**src/rtl/twc_pkg.sv**
```systemverilog
package twc_pkg;
  localparam int DW   = 8;
  localparam int AW   = 2;
  localparam int SW   = 5;
  localparam int PSW  = 2;
  localparam int DIVW = 2 * ((1 << PSW) - 1) + 1;

  localparam logic [AW-1:0] A_CTRL = 2'd0;
  localparam logic [AW-1:0] A_STAT = 2'd1;
  localparam logic [AW-1:0] A_DATA = 2'd2;

  localparam int B_FLAG = 7;
  localparam int B_STOP = 4;
  localparam int B_WCOL = 3;
  localparam int B_EN   = 2;
  localparam int B_IE   = 0;

  typedef struct packed {
    logic flag;
    logic stop;
    logic en;
    logic ie;
  } ctrl_t;
endpackage

```
**src/rtl/twc_ctrl.sv**
```systemverilog
module twc_ctrl (
  input  logic clk,
  input  logic rst,
  input  logic wr,
  input  logic w_flag,
  input  logic w_stop,
  input  logic w_en,
  input  logic w_ie,
  input  logic eng_master,
  input  logic eng_event,
  input  logic stop_done,
  output twc_pkg::ctrl_t ctl,
  output logic recover
);
  logic en_nx;

  // enable as it stands after this cycle's write
  assign en_nx = wr ? w_en : ctl.en;

  always_ff @(posedge clk) begin
    if (rst) begin
      ctl     <= '0;
      recover <= 1'b0;
    end else begin
      recover <= 1'b0;
      ctl.en  <= en_nx;
      if (wr) ctl.ie <= w_ie;

      if (!en_nx) begin
        ctl.stop <= 1'b0;
      end else if (wr && w_stop) begin
        if (eng_master) begin
          ctl.stop <= 1'b1;
        end else begin
          ctl.stop <= 1'b0;
          recover  <= 1'b1;
        end
      end else if (stop_done) begin
        ctl.stop <= 1'b0;
      end

      if (!en_nx) begin
        ctl.flag <= 1'b0;
      end else if (eng_event) begin
        ctl.flag <= 1'b1;
      end else if (wr && w_flag) begin
        ctl.flag <= 1'b0;
      end
    end
  end
endmodule

```
**src/rtl/twc_data.sv**
```systemverilog
module twc_data #(
  parameter int DW = 8
) (
  input  logic          clk,
  input  logic          rst,
  input  logic          wr,
  input  logic [DW-1:0] wdata,
  input  logic          flag,
  output logic [DW-1:0] data,
  output logic          wcol
);
  always_ff @(posedge clk) begin
    if (rst) begin
      data <= '0;
      wcol <= 1'b0;
    end else if (wr) begin
      if (flag) begin
        data <= wdata;
        wcol <= 1'b0;
      end else begin
        wcol <= 1'b1;
      end
    end
  end
endmodule

```
**src/rtl/twc_stat.sv**
```systemverilog
module twc_stat #(
  parameter int SW  = 5,
  parameter int PSW = 2
) (
  input  logic                          clk,
  input  logic                          rst,
  input  logic                          wr,
  input  logic [PSW-1:0]                wsel,
  input  logic                          en,
  input  logic [SW-1:0]                 eng_status,
  output logic [SW-1:0]                 code,
  output logic [PSW-1:0]                sel,
  output logic [2*((1<<PSW)-1):0]       div
);
  localparam int DIVW = 2 * ((1 << PSW) - 1) + 1;
  localparam int NSEL = 1 << PSW;

  logic [DIVW-1:0] div_nx;

  // one-hot factor 4**sel, one select per generated term
  for (genvar k = 0; k < NSEL; k++) begin : g_div
    assign div_nx[2*k] = (sel == PSW'(k));
    if (k < NSEL - 1) begin : g_gap
      assign div_nx[2*k+1] = 1'b0;
    end
  end

  always_ff @(posedge clk) begin
    if (rst) begin
      code <= '1;
      sel  <= '0;
      div  <= DIVW'(1);
    end else begin
      if (en) code <= eng_status;
      if (wr) sel <= wsel;
      div <= div_nx;
    end
  end
endmodule

```
**src/rtl/twc_regif.sv**
```systemverilog
module twc_regif #(
  parameter int DW  = twc_pkg::DW,
  parameter int SW  = twc_pkg::SW,
  parameter int PSW = twc_pkg::PSW
) (
  input  logic                    clk,
  input  logic                    rst,
  input  logic                    cpu_we,
  input  logic [1:0]              cpu_addr,
  input  logic [DW-1:0]           cpu_wdata,
  output logic [DW-1:0]           cpu_rdata,
  input  logic                    gie,
  input  logic                    eng_master,
  input  logic                    eng_event,
  input  logic                    stop_done,
  input  logic [SW-1:0]           eng_status,
  output logic                    eng_en,
  output logic                    stop_cmd,
  output logic                    recover,
  output logic [DW-1:0]           tx_byte,
  output logic                    irq,
  output logic [2*((1<<PSW)-1):0] presc_div
);
  import twc_pkg::*;

  twc_pkg::ctrl_t   ctl;
  logic             wcol_q;
  logic [SW-1:0]    code_q;
  logic [PSW-1:0]   sel_q;
  logic             wr_ctrl, wr_stat, wr_data;
  logic [DW-1:0]    ctrl_view, stat_view, rd_nx;

  assign wr_ctrl = cpu_we && (cpu_addr == A_CTRL);
  assign wr_stat = cpu_we && (cpu_addr == A_STAT);
  assign wr_data = cpu_we && (cpu_addr == A_DATA);

  twc_ctrl u_ctrl (
    .clk(clk), .rst(rst), .wr(wr_ctrl),
    .w_flag(cpu_wdata[B_FLAG]), .w_stop(cpu_wdata[B_STOP]),
    .w_en(cpu_wdata[B_EN]), .w_ie(cpu_wdata[B_IE]),
    .eng_master(eng_master), .eng_event(eng_event), .stop_done(stop_done),
    .ctl(ctl), .recover(recover)
  );

  twc_data #(.DW(DW)) u_data (
    .clk(clk), .rst(rst), .wr(wr_data), .wdata(cpu_wdata),
    .flag(ctl.flag), .data(tx_byte), .wcol(wcol_q)
  );

  twc_stat #(.SW(SW), .PSW(PSW)) u_stat (
    .clk(clk), .rst(rst), .wr(wr_stat), .wsel(cpu_wdata[PSW-1:0]),
    .en(ctl.en), .eng_status(eng_status),
    .code(code_q), .sel(sel_q), .div(presc_div)
  );

  always_comb begin
    ctrl_view         = '0;
    ctrl_view[B_FLAG] = ctl.flag;
    ctrl_view[B_STOP] = ctl.stop;
    ctrl_view[B_WCOL] = wcol_q;
    ctrl_view[B_EN]   = ctl.en;
    ctrl_view[B_IE]   = ctl.ie;
    stat_view         = {code_q, 1'b0, sel_q};
    case (cpu_addr)
      A_CTRL:  rd_nx = ctrl_view;
      A_STAT:  rd_nx = stat_view;
      A_DATA:  rd_nx = tx_byte;
      default: rd_nx = '0;
    endcase
  end

  always_ff @(posedge clk) begin
    if (rst) begin
      cpu_rdata <= '0;
      irq       <= 1'b0;
    end else begin
      cpu_rdata <= rd_nx;
      irq       <= ctl.flag && ctl.ie && gie;
    end
  end

  assign eng_en   = ctl.en;
  assign stop_cmd = ctl.stop;
endmodule

```
**config.mk**
```make
export PLATFORM = sky130hd
export DESIGN_NAME = twc_regif
export DESIGN_NICKNAME = d
export VERILOG_FILES = /design/src/rtl/twc_pkg.sv /design/src/rtl/twc_ctrl.sv /design/src/rtl/twc_data.sv /design/src/rtl/twc_stat.sv /design/src/rtl/twc_regif.sv
export SDC_FILE = /design/constraint.sdc
export NUM_CORES = 1
export LEC_CHECK = 0
export BUFFER_PORTS_ARGS = -buffer_cell sky130_fd_sc_hd__buf_2
export CAP_MARGIN = 5
export CORE_ASPECT_RATIO = 2
export CORE_MARGIN = 2
export CORE_UTILIZATION = 45
export DETAILED_ROUTE_END_ITERATION = 7
export PLACE_DENSITY_LB_ADDON = 0.12
export SYNTH_ARGS = -nofsm -noshare
export SYNTH_HDL_FRONTEND = slang
export SYNTH_SLANG_ARGS = --single-unit
```
**constraint.sdc**
```tcl
create_clock -name clk -period 3.4 [get_ports clk]
set_clock_uncertainty 0.15 [all_clocks]
set_input_delay 0.34 -clock clk [delete_from_list [all_inputs] [get_ports clk]]
set_output_delay 0.34 -clock clk [all_outputs]
set_load 0.005 [all_outputs]
```
---- Yosys cells after proc, flatten, opt, wreduce, memory -nomap -nowiden ----
Cells that the tools add are included.
storage, ports and cells
  word-level logic and storage cells ...... 43
  output and inout port bits .............. 27
  flip-flop bits (word level) ............. 37
  input port bits ......................... 22
cells by class
  reductions and logical operators ........ 14
  equal/unequal tests ..................... 5
  multiplexer cells ....................... 9
  bitwise logic cells ..................... 2
operators with widths
  cell                                                                   number
  8-bit one-hot mux with 3 select lines                                  1
  1-bit 2-to-1 mux                                                       8
  1-bit logical AND                                                      7
  2-bit equality test, second input constant                             3
  2-bit by 1-bit equality test with 1-bit output, second input constant  2
  2-bit zero test                                                        2
  2-bit nonzero test                                                     2
  3-bit OR reduction                                                     1
  1-bit NOT                                                              2
  2-bit AND reduction                                                    1
  2-bit OR reduction                                                     1

---- Depth between registers and ports, before layout ----
  word-level depth ........................ 5
  depth in mapped cells ................... 5
  gate-level depth less buffers ........... 3

---- Hierarchy ----
Synthesis repeated with hierarchy kept, for this count alone.
unflattened totals
  cell total of the unflattened synthesis .. 135
  area, all modules ....................... 1403.8 µm²
modules (own cells, without submodules)
  module     sequential area each (µm²)  cells an instance  instances  area an instance (µm²)
  twc_regif  180.2                       42                 1          411.6
  twc_stat   220.2                       35                 1          411.6
  twc_data   180.2                       40                 1          400.4
  twc_ctrl   100.1                       18                 1          180.2

---- Worst setup path before layout ----
Ideal clock, no wire load.
  path type ............................... in2reg
  from .................................... in cpu_addr[1]
  to ...................................... reg, netlist name u_ctrl.ctl[3]
  library setup time ...................... 115 ps
  setup slack ............................. 2037 ps
  required time ........................... 3135 ps
  stages .................................. 3
  buffers on the path ..................... 0
  arrival ................................. 1098 ps
  path through ............................ nor3b_4 mux2i_1 o21ba_1
on the way
  longest elaborated chain between the ends .. 5
  elaborated cells on any way between the ends .. 7
  those cells by class .................... mux (1); bitwise (1); reduce/logical (5)
ends and longest elaborated chain
  item                          line             source
  start, declared               twc_regif.sv:9   input logic [1:0] cpu_addr,
  2-bit zero test *             twc_regif.sv:33  assign wr_ctrl = cpu_we && (cpu_addr == A_CTRL);
  1-bit logical AND *           twc_regif.sv:33
  1-bit 2-to-1 mux              twc_ctrl.sv:18   assign en_nx = wr ? w_en : ctl.en;
  1-bit NOT (no line)           -
  2-bit OR reduction (no line)  -
Every way passes the cells marked *; elsewhere a longest branch is shown, timed or not.
A chain may end at the register's enable or synchronous reset.

---- Worst setup path in the final report ----
  from .................................... reg, netlist name u_ctrl.ctl[1]
  to ...................................... out eng_en
RTL lines
  item           line             source
  end, declared  twc_regif.sv:17  output logic eng_en,
No word-level cell between the ends.

==> impl_metrics.env <==
export IMPL_status="finished clean"
export IMPL_hpwl_microns=2160
export IMPL_hold_buffers=0
export IMPL_worstHoldStart="eng_master"
export IMPL_dr_pass1_iters=4
export IMPL_p_leak_nw=0.732
export IMPL_grt_overflow=0
export IMPL_synthTopCellsByCount="dfxtp_1 (34), nand2_1 (19), a21oi_1 (12), nor2_1 (9), nor2b_1 (9)"
export IMPL_max_slew_margin_pct=62.9
export IMPL_die_area_sq_mm=0.00334
export IMPL_synth_edf_count=0
export IMPL_syn_inst=135
export IMPL_synth_area_top_cells="dfxtp_1 (53%), mux2i_1 (6.2%), nand2_1 (5.5%)"
export IMPL_first_iter_violations=30
export IMPL_drt_wl_total_microns=2950
export IMPL_critPathBufInv=1
export IMPL_synth_seq_cells=34
export IMPL_yosysMostFrequentCell="dfxtp_1"
export IMPL_rr_worst_depth=3
export IMPL_rsz0062_at_grt="no"
export IMPL_clock_root_buffer="clkbuf_8"
export IMPL_avgSynthCellArea_sq_um=9.56
export IMPL_final_core_util_pct=58.3
export IMPL_fin_crit_ps=1580
export IMPL_core_area_sq_mm=0.00274
export IMPL_wire_per_inst_microns=14.2
export IMPL_synth_main_ff_cell="dfxtp_1"
export IMPL_syn_to_final_growth_pct=23.5
export IMPL_synthDistinctLibCells=25
export IMPL_muxShareOfSynthArea_pct=6.20
export IMPL_synth_area_leader_cell="dfxtp_1"
export IMPL_antenna_found_initial=0
export IMPL_power_density_mw_per_mm2=480
export IMPL_critPathKind="reg2out"
export IMPL_yosys_area_share_xor_xnor_pct=0
export IMPL_hp_class="in2reg"
export IMPL_max_freq_ghz=0.634
export IMPL_cts_max_level=2
export IMPL_ys_seq_area_share_pct=52.7
export IMPL_postCtsSetupRepairBufs=0
export IMPL_clkTransAtPathRegs_ps=80
export IMPL_synth_top_family_by_area="simple AND/OR/NAND/NOR gates"
export IMPL_viasPerCell=5.37
export IMPL_cp_slowest_cell="dfxtp_1"
export IMPL_crit_chain="buf_2"
export IMPL_netlist_area_sq_mm=0.00129
export IMPL_cts_sinks=34
export IMPL_grt_pass1_wl_microns=4680
export IMPL_fin_setup_tns_ps=0
export IMPL_fin_nets=200
export IMPL_clock_latency_ps=280
export IMPL_cp_top_family="flip-flops"
export IMPL_final_setup_viol_count=0
export IMPL_via_count=1116
export IMPL_grt_max_degree=33
export IMPL_synthSimpleGateAreaFrac_pct=21.1
export IMPL_synth_compound_area_share_pct=14.5
export IMPL_track_usage_pct=18.4
export IMPL_layout_drive_gt1_share_pct=30.2
export IMPL_synth_top_area_share_pct=52.7
export IMPL_start_kind="flop"
export IMPL_cts_resized=0
export IMPL_worstSetupStartpoint="u_ctrl.ctl[1]"
export IMPL_critPathMaxFanout=13
export IMPL_drc=0
export IMPL_cpPeakStageDelay_ps=600
export IMPL_end_kind="output pin"
export IMPL_hold_depth=2
export IMPL_drv_cap=0
export IMPL_synthArstFlopShare_pct=0
export IMPL_cp_required_ps=2910
export IMPL_start_util_pct=47.2
export IMPL_synth_adder_area_share_pct=0
export IMPL_cp_depth=1
export IMPL_cts_buffers=5
export IMPL_cts_tree="built"
export IMPL_vdd_drop_max_mv=0.291
export IMPL_clock_path_buffers=2
export IMPL_report_final_slew_viol_count=0
export IMPL_period_share_pct=46.4
export IMPL_ant_nets=0
export IMPL_io_pins=49
export IMPL_io_buffers=45
export IMPL_grt_pass1_vias=1120
export IMPL_arrival_ps=1090
export IMPL_r2r_start="u_ctrl.ctl[1]"
export IMPL_timing_final_hold_violations=0
export IMPL_die_h_microns=79.8
export IMPL_antennaDiodeCount=0
export IMPL_rows=27
export IMPL_die_w_microns=41.9
export IMPL_worst_pin_slew_ps=556
export IMPL_gp_congestion=0.742
export IMPL_yosys_warnings=0
-- registers in the layout, indices dropped and copies added (netlist names) --
| signal | cells |
|---|---|
| cpu_rdata | 8 |
| u_stat.sel | 2 |
| u_data.wcol | 1 |
| irq | 1 |
| u_ctrl.recover | 1 |
| u_data.data | 8 |
| u_ctrl.ctl | 4 |
| u_stat.code | 5 |
| u_stat.div | 4 |
-- logic make-up after synthesis --
family          Yosys count
buf+inv                  14
mux                       8
other cells               1
compound gates           27
flops                    34
simple gates             51
-- layout by cell type (no fill, tap or decap), drive strengths merged --
cell | Yosys | routed
clkbuf | 4 | 5
clkinvlp | 0 | 1
o21ba | 1 | 1
nor3 | 2 | 2
and3b | 1 | 1
and4b | 2 | 2
dfxtp | 34 | 34
nand4b | 1 | 1
a2bb2oi | 4 | 4
a22oi | 3 | 3
nand3 | 3 | 3
nor2b | 9 | 9
clkinv | 0 | 2
o21bai | 1 | 1
mux2i | 8 | 8
buf | 7 | 45
conb | 1 | 3
a21oi | 12 | 12
nor3b | 3 | 3
nand2 | 19 | 19
nand3b | 2 | 2
inv | 3 | 3
a211o | 6 | 6
nor2 | 9 | 9
-- path summary, 6_finish.rpt --
kind	slack, ps	to
hold / removal	80	u_ctrl.recover
setup / recovery	1820	eng_en
setup reg to reg	1980	u_ctrl.ctl[3]
hold reg to reg	320	u_data.data[6]
-- layer usage --
| metal | track usage [%] | routed length, microns |
|---|---|---|
| met5 | 0 | 0 |
| met3 | 4.30 | 142 |
| met4 | 10.3 | 58 |
| met2 | 35.5 | 1640 |
| met1 | 16.7 | 1110 |
-- power breakdown --
part	internal [mW]	switching (mW)
clock	0.144	0.152
sequential	0.407	0.00576
combinational	0.0279	0.0296
-- layout make-up --
class / instances / area (sq um)
clock inverters: 3 / 21.3
fillers: 256 / 1140
multi-input cells: 89 / 552
repair buffers: 45 / 225
clock buffers: 5 / 68.8
well taps: 29 / 36.3
inverters: 3 / 11.3
flip-flops and latches: 34 / 681
-- through the flow --
| step | power, mW | setup WS (ps) | instance area, sq um | hold WS (ps) | std cells |
|---|---|---|---|---|---|
| after floorplan | 0.457 | 2040 | 1300 | 267 | 137 |
| after detailed placement | 0.480 | 1640 | 1510 | 316 | 200 |
| after CTS | 0.772 | 1810 | 1600 | 70.5 | 208 |
| final | 0.766 | 1820 | 1600 | 76.0 | 208 |
| after global routing | 0.790 | 1740 | 1600 | 73.4 | 208 |
| after global placement | 0.478 | 1780 | 1510 | 308 | 200 |
-- worst reg2reg max path, cell delays in order, from the launching register on --
cell	delay [ps]
dfxtp_1	450
nor2b_1	210
mux2i_1	300
o21ba_1	200
Note: power is estimated with default switching activity, not from simulation.
